===== config.mk =====
export PLATFORM = sky130hd
export DESIGN_NAME = bmdma_regs
export DESIGN_NICKNAME = d
export VERILOG_FILES = /design/src/rtl/bmdma_pkg.sv /design/src/rtl/bmdma_decode.sv /design/src/rtl/bmdma_chan.sv /design/src/rtl/bmdma_rdmux.sv /design/src/rtl/bmdma_regs.sv
export SDC_FILE = /design/constraint.sdc
export NUM_CORES = 1
export LEC_CHECK = 0
export BUFFER_PORTS_ARGS = -buffer_cell sky130_fd_sc_hd__buf_4
export CORE_ASPECT_RATIO = 0.6
export CORE_MARGIN = 4
export CORE_UTILIZATION = 50
export DETAILED_ROUTE_END_ITERATION = 12
export GPL_ROUTABILITY_DRIVEN = 0
export PLACE_DENSITY = 0.87
export SLEW_MARGIN = 30
export SYNTH_ARGS = -nofsm -noshare
export SYNTH_HDL_FRONTEND = slang
export SYNTH_SLANG_ARGS = --single-unit
export TNS_END_PERCENT = 5

===== constraint.sdc =====
create_clock -name clk -period 1.8 [get_ports clk]
set_input_delay 0.18 -clock clk [delete_from_list [all_inputs] [get_ports clk]]
set_output_delay 0.18 -clock clk [all_outputs]
set_load 0.1 [all_outputs]

===== src/rtl/bmdma_pkg.sv =====
package bmdma_pkg;
  localparam int BLK_BYTES = 8;
  localparam logic [2:0] OFF_CMD = 3'd0;
  localparam logic [2:0] OFF_STS = 3'd2;
  localparam logic [2:0] OFF_PTR = 3'd4;

  localparam int CMD_GO  = 0;
  localparam int CMD_DIR = 3;
  localparam int ST_ACT  = 0;
  localparam int ST_ERR  = 1;
  localparam int ST_INT  = 2;
  localparam int ST_CAP0 = 5;
  localparam int ST_CAP1 = 6;
  localparam int SEL_BIT = 4;

  typedef enum logic [1:0] {
    SZ_BYTE = 2'd0,
    SZ_HALF = 2'd1,
    SZ_WORD = 2'd2,
    SZ_BAD  = 2'd3
  } acc_size_e;
endpackage


===== src/rtl/bmdma_decode.sv =====
module bmdma_decode
  import bmdma_pkg::*;
#(
  parameter int NCH = 2,
  parameter int AW  = 4
) (
  input  logic [AW-1:0]  addr,
  input  logic [1:0]     size,
  input  logic           wr,
  output logic [NCH-1:0] cmd_we,
  output logic [NCH-1:0] sts_we,
  output logic [NCH-1:0] ptr_we,
  output logic           bad
);
  localparam int CW = AW - 3;

  logic [CW-1:0] ch;
  logic [2:0]    off;
  logic          in_rng;
  logic          legal;

  assign ch  = addr[AW-1:3];
  assign off = addr[2:0];

  always_comb begin
    in_rng = 1'b0;
    for (int c = 0; c < NCH; c++) begin
      if (ch == CW'(c)) in_rng = 1'b1;
    end
    legal = in_rng &&
            ((((off == OFF_CMD) || (off == OFF_STS)) && (size == SZ_BYTE)) ||
             ((off == OFF_PTR) && (size == SZ_WORD)));
  end

  always_comb begin
    cmd_we = '0;
    sts_we = '0;
    ptr_we = '0;
    bad    = 1'b0;
    if (wr) begin
      if (!legal) begin
        bad = 1'b1;
      end else begin
        for (int c = 0; c < NCH; c++) begin
          if (ch == CW'(c)) begin
            cmd_we[c] = (off == OFF_CMD);
            sts_we[c] = (off == OFF_STS);
            ptr_we[c] = (off == OFF_PTR);
          end
        end
      end
    end
  end
endmodule


===== src/rtl/bmdma_chan.sv =====
module bmdma_chan
  import bmdma_pkg::*;
(
  input  logic        clk,
  input  logic        rst_n,
  input  logic        cmd_we,
  input  logic        sts_we,
  input  logic        ptr_we,
  input  logic [31:0] wdata,
  input  logic        sel_we,
  input  logic [7:0]  sel_byte,
  input  logic [1:0]  present,
  input  logic        done,
  output logic [7:0]  cmd_q,
  output logic [7:0]  sts_q,
  output logic [31:0] ptr_q,
  output logic        dev_q,
  output logic        start_p,
  output logic        abort_p,
  output logic        nodev_p,
  output logic        irq
);
  logic go_q, dir_q, act_q, err_q, int_q;
  logic rise, fall, dev_ok;

  assign rise   = cmd_we && !go_q && wdata[CMD_GO];
  assign fall   = cmd_we && go_q && !wdata[CMD_GO];
  assign dev_ok = present[dev_q];

  always_ff @(posedge clk or negedge rst_n) begin
    if (!rst_n) begin
      go_q    <= 1'b0;
      dir_q   <= 1'b0;
      act_q   <= 1'b0;
      err_q   <= 1'b0;
      int_q   <= 1'b0;
      ptr_q   <= '0;
      dev_q   <= 1'b0;
      start_p <= 1'b0;
      abort_p <= 1'b0;
      nodev_p <= 1'b0;
    end else begin
      start_p <= 1'b0;
      abort_p <= 1'b0;
      nodev_p <= 1'b0;
      if (cmd_we) begin
        if (rise && !dev_ok) begin
          nodev_p <= 1'b1;
          err_q   <= 1'b1;
        end else begin
          go_q  <= wdata[CMD_GO];
          dir_q <= wdata[CMD_DIR];
          if (rise && !done) begin
            act_q   <= 1'b1;
            start_p <= 1'b1;
          end
          if (fall) begin
            act_q   <= 1'b0;
            abort_p <= 1'b1;
          end
        end
      end
      if (sts_we) begin
        if (wdata[ST_ERR]) err_q <= 1'b0;
        if (wdata[ST_INT]) int_q <= 1'b0;
      end
      if (ptr_we) ptr_q <= {wdata[31:2], 2'b00};
      if (sel_we) dev_q <= sel_byte[SEL_BIT];
      if (done) begin
        go_q  <= 1'b0;
        act_q <= 1'b0;
        int_q <= 1'b1;
      end
    end
  end

  always_comb begin
    cmd_q           = '0;
    cmd_q[CMD_GO]   = go_q;
    cmd_q[CMD_DIR]  = dir_q;
    sts_q           = '0;
    sts_q[ST_ACT]   = act_q;
    sts_q[ST_ERR]   = err_q;
    sts_q[ST_INT]   = int_q;
    sts_q[ST_CAP0]  = 1'b1;
    sts_q[ST_CAP1]  = 1'b1;
  end

  assign irq = int_q;
endmodule


===== src/rtl/bmdma_rdmux.sv =====
module bmdma_rdmux
  import bmdma_pkg::*;
#(
  parameter int NCH = 2,
  parameter int AW  = 4
) (
  input  logic [AW-1:0]            addr,
  input  logic [NCH-1:0][7:0]      cmd_vec,
  input  logic [NCH-1:0][7:0]      sts_vec,
  input  logic [NCH-1:0][31:0]     ptr_vec,
  output logic [31:0]              rdata
);
  localparam int CW = AW - 3;

  logic [63:0] blk;
  logic [5:0]  sh;

  assign sh = {addr[2:0], 3'b000};

  always_comb begin
    blk = '0;
    for (int c = 0; c < NCH; c++) begin
      if (addr[AW-1:3] == CW'(c)) begin
        blk = {ptr_vec[c], 8'h00, sts_vec[c], 8'h00, cmd_vec[c]};
      end
    end
    rdata = blk[31:0];
    rdata = 32'(blk >> sh);
  end
endmodule


===== src/rtl/bmdma_regs.sv =====
module bmdma_regs
  import bmdma_pkg::*;
#(
  parameter int NCH = 2,
  parameter int AW  = $clog2(NCH * BLK_BYTES)
) (
  input  logic              clk,
  input  logic              rst_n,
  input  logic [AW-1:0]     reg_addr,
  input  logic [1:0]        reg_size,
  input  logic [31:0]       reg_wdata,
  input  logic              reg_wr,
  output logic [31:0]       reg_rdata,
  output logic              acc_err,
  input  logic [NCH-1:0]    drv_sel_wr,
  input  logic [7:0]        drv_sel_data,
  input  logic [2*NCH-1:0]  dev_present,
  input  logic [NCH-1:0]    dma_done,
  output logic [NCH-1:0]    dma_start,
  output logic [NCH-1:0]    dma_abort,
  output logic [NCH-1:0]    dma_dev,
  output logic [32*NCH-1:0] dma_ptr,
  output logic [NCH-1:0]    start_err,
  output logic [NCH-1:0]    irq
);
  logic [NCH-1:0]        cmd_we, sts_we, ptr_we;
  logic                  bad;
  logic [NCH-1:0][7:0]   cmd_vec, sts_vec;
  logic [NCH-1:0][31:0]  ptr_vec;

  bmdma_decode #(.NCH(NCH), .AW(AW)) u_dec (
    .addr(reg_addr), .size(reg_size), .wr(reg_wr),
    .cmd_we(cmd_we), .sts_we(sts_we), .ptr_we(ptr_we), .bad(bad)
  );

  always_ff @(posedge clk or negedge rst_n) begin
    if (!rst_n) acc_err <= 1'b0;
    else        acc_err <= bad;
  end

  for (genvar c = 0; c < NCH; c++) begin : g_ch
    bmdma_chan u_ch (
      .clk(clk), .rst_n(rst_n),
      .cmd_we(cmd_we[c]), .sts_we(sts_we[c]), .ptr_we(ptr_we[c]),
      .wdata(reg_wdata),
      .sel_we(drv_sel_wr[c]), .sel_byte(drv_sel_data),
      .present(dev_present[2*c+1:2*c]),
      .done(dma_done[c]),
      .cmd_q(cmd_vec[c]), .sts_q(sts_vec[c]), .ptr_q(ptr_vec[c]),
      .dev_q(dma_dev[c]),
      .start_p(dma_start[c]), .abort_p(dma_abort[c]), .nodev_p(start_err[c]),
      .irq(irq[c])
    );
    assign dma_ptr[32*c +: 32] = ptr_vec[c];
  end

  bmdma_rdmux #(.NCH(NCH), .AW(AW)) u_rd (
    .addr(reg_addr), .cmd_vec(cmd_vec), .sts_vec(sts_vec),
    .ptr_vec(ptr_vec), .rdata(reg_rdata)
  );
endmodule


==> impl_metrics.tcl <==
set metrics [dict create \
    crit_arrival_ps 1740 \
    cp-end-kind "primary output" \
    n_antenna_cell 0 \
    drc 0 \
    crit_path_cell_trace "mux2_4 > and3_4 > o32a_1 > buf_12" \
    p_leak_nw 3.16 \
    root_buffer "clkbuf_16" \
    status "finished, violations left" \
    antenna_found_initial 0 \
    grt_max_degree 45 \
    timing.fmax_ghz 0.520 \
    pin_count 164 \
    grt_pass1_wl_um 22900 \
    drt_iter0_markers 367 \
    p_per_area_nw_per_um2 1100 \
    yosys_warnings 0 \
    path_class "reg2out" \
    clkPwrFrac 0.245 \
    syn_avg_cell_area_um2 11.7 \
    slowest_delay_ps 420 \
    fin_nets 627 \
    cts_buffer_depth 2 \
    num_rows 27 \
    period_share 1.07 \
    setup_ws_ps -123 \
    violations "negative setup slack" \
    synth-seq-cells 79 \
    layout-drive-gt1-share 0.607 \
    crit_slowest_cell "dfrtp_1" \
    wl_per_cell_um 20.3 \
    dieHeight_um 82.9 \
    switching_share 0.461 \
    pre_cts_slack_ps -213 \
    drtPass1Iterations 6 \
    cts.sinks 79 \
    antenna_left 0 \
    power_switching_mw 3.45 \
    async_flop_share 1.00 \
    critPathRequiredTime_ps 1620 \
    syn2layout_area_growth_pct 45.6 \
    die-area_um2 11000 \
    start_util 0.510 \
    synth-edff-count 0 \
    ys_seq_area_frac 0.423 \
    finClkSkew_ps 5.08 \
    grt_use_total 0.260 \
    synth.distinct_cells 52 \
    hold_viol_final 0 \
    die_x_um 133 \
    peakVddDrop_mv 0.811 \
    rsz0062_at_grt "true" \
    synthCells 401 \
    final_util 0.743 \
    vias_per_cell 5.85 \
    synth-main-ff-cell "dfrtp_1" \
    wl_um 14300 \
    fin_crit_ps 1920 \
    fin_tns_setup_ps -1270 \
    numCtsBuffers 9 \
    comb_power_share 0.462 \
    port_buffers 152 \
    grt.overflow.total 0 \
    fp.coreArea_um2 9160 \
    grt_pass1_vias 4220 \
    clkLatencyLatePin_ps 330 \
    hpwlAfterDp_um 10900 \
    cap_viol_max_count 0 \
    path_buf_inv 1 \
    pwr-share-seq 0.293 \
    fillers 589 \
    clkTransAtPathRegs_ps 60 \
    crit_family "flip-flops" \
    power.internal_mw 4.04 \
    min_path_type "in2reg" \
    worstPathMaxFanout 3 \
    cts_tree "built" \
    vias 4125 \
    critPathLaunchType "flip-flop" \
    setup_violations 20 \
    netlist_area_um2 4670 \
    slew_violations 0 \
    h-tree-depth 3 \
]
## registers in the layout, summed over array words and instances (netlist names)
register and cells:
g_ch.u_ch.act_q 2, g_ch.u_ch.ptr_q 60, g_ch.u_ch.go_q 2, g_ch.u_ch.start_p 2
g_ch.u_ch.abort_p 2, acc_err 1, g_ch.u_ch.irq 2, g_ch.u_ch.err_q 2
g_ch.u_ch.dev_q 2, g_ch.u_ch.nodev_p 2, g_ch.u_ch.dir_q 2
## cells in the final DEF (no fill, tap or decap), types with 3 or more instances in the layout
master / Yosys / final
buf_4: 16 / 163
mux2_2: 81 / 77
dfrtp_1: 79 / 72
nand2_1: 27 / 26
buf_6: 1 / 16
mux4_2: 15 / 15
o21ai_2: 0 / 15
mux2i_1: 15 / 13
buf_12: 0 / 12
nand3_1: 11 / 11
clkbuf_16: 0 / 9
a22o_1: 7 / 7
nor2_1: 7 / 7
dfrtp_2: 0 / 7
buf_8: 0 / 7
nor2b_1: 6 / 6
nand2b_1: 6 / 6
inv_1: 6 / 6
o21ai_0: 22 / 6
o211ai_1: 5 / 5
or3_1: 4 / 4
a22oi_1: 5 / 4
mux2_4: 0 / 4
a32oi_1: 4 / 4
mux2_1: 4 / 4
conb_1: 1 / 4
o22ai_1: 4 / 3
nand3b_1: 3 / 3
nor3b_1: 3 / 3
nor3_1: 4 / 3
a41oi_1: 3 / 3
## through the flow
stage	cell area, µm²	hold WS (ps)	power (mW)	cells
2_1_floorplan	4790	-116	4.70	404
3_3_place_gp	6130	151	5.43	679
3_5_place_dp	6130	174	5.49	679
4_1_cts	6690	26.5	7.46	702
5_1_grt	6800	32.0	7.74	705
6_report	6800	37.3	7.50	705
## power groups by stage
stage	Combinational, mW	Clock [mW]	Sequential [mW]
finish	3.46	1.84	2.20
global route	3.56	1.95	2.22
CTS	3.40	1.86	2.19
detailed placement	3.27	0	2.22
global placement	3.22	0	2.21
floorplan	1.23	0	3.47
## cells in the mapped netlist (3+ instances only)
cell type  count  area [µm²]
o21ai_0       22         110
mux2_2        81         912
nor3_1         4        20.0
mux2_1         4        45.0
a32oi_1        4        35.0
nand2_1       27         101
nor2_1         7        26.3
a22o_1         7        61.3
a21boi_0       3        22.5
nor2b_1        6        37.5
clkbuf_1       9        33.8
a41oi_1        3        26.3
inv_1          6        22.5
buf_2         17        85.1
nand3b_1       3        22.5
nand3_1       11        55.1
nor3b_1        3        22.5
a21oi_1        4        20.0
o211ai_1       5        37.5
buf_4         16         120
or3_1          4        25.0
dfrtp_1       79        1980
a22oi_1        5        37.5
mux2i_1       15         150
o22ai_1        4        25.0
mux4_2        15         338
nand2b_1       6        37.5
## per-layer routing
metal / global-route usage / part of all wire / up-vias
li1: - / - / 1834
met1: 0.363 / 0.44 / 2048
met2: 0.396 / 0.46 / 222
met3: 0.0793 / 0.090 / 21
met4: 0.0651 / 0.012 / 0
met5: 0 / 0 / -
## final cells by class
type / instances / area (µm²) / share of cell area
flip-flops and latches: 79 / 1990 / 0.292
multi-input cells: 274 / 2570 / 0.377
well taps: 130 / 163 / 0.0239
clock buffers: 11 / 243 / 0.0357
inverters: 7 / 26.3 / 0.00386
repair buffers: 199 / 1760 / 0.259
clock inverters: 5 / 58.8 / 0.00864
## worst register-to-register path, cell delays in order (launching register included)
cell and delay, ps:
dfrtp_1 380, mux2_2 400, o211ai_1 250, mux2_2 360
## cells by family (layout without fill, tap and decap cells)
kind of cell           after synthesis  in the layout  synth area share
AND/OR/NAND/NOR                     86             86             0.103
flip-flops                          79             79             0.423
buffers and inverters               51            222            0.0600
multiplexers                       115            115             0.309
AO/OA/AOI/OAI                       69             69             0.104
other                                1              4          0.000802
## worst paths after layout
check / start / endpoint / slack, ps / depth (start not counted)
setup / recovery: g_ch[1].u_ch.ptr_q[8]$_DFFE_PN0P_ / reg_rdata[0] / -120 / 4
min in group asynchronous: rst_n / acc_err$_DFF_PN0_ / 360 / 2
setup reg to reg: g_ch[0].u_ch.dev_q$_DFFE_PN0P_ / g_ch[0].u_ch.dir_q$_DFFE_PN0P_ / 300 / 3
hold / removal: dma_done[1] / g_ch[1].u_ch.start_p$_DFF_PN0_ / 40 / 2
max in group asynchronous: rst_n / g_ch[0].u_ch.ptr_q[24]$_DFFE_PN0P_ / 830 / 3
hold reg to reg: g_ch[0].u_ch.err_q$_DFF_PN0_ / g_ch[0].u_ch.err_q$_DFF_PN0_ / 520 / 1
## what timing repair did
| item | in CTS | in global routing |
|---|---|---|
| buffers inserted | 6 | 3 |
| endpoints found under the hold margin | 35 | 0 |
| gates resized for setup | 53 | 23 |
| hold buffers | 1 | 0 |
| setup endpoints to repair | 32 | 32 |
| pin swaps | 9 | 3 |
(Power assumes the default switching activity.)
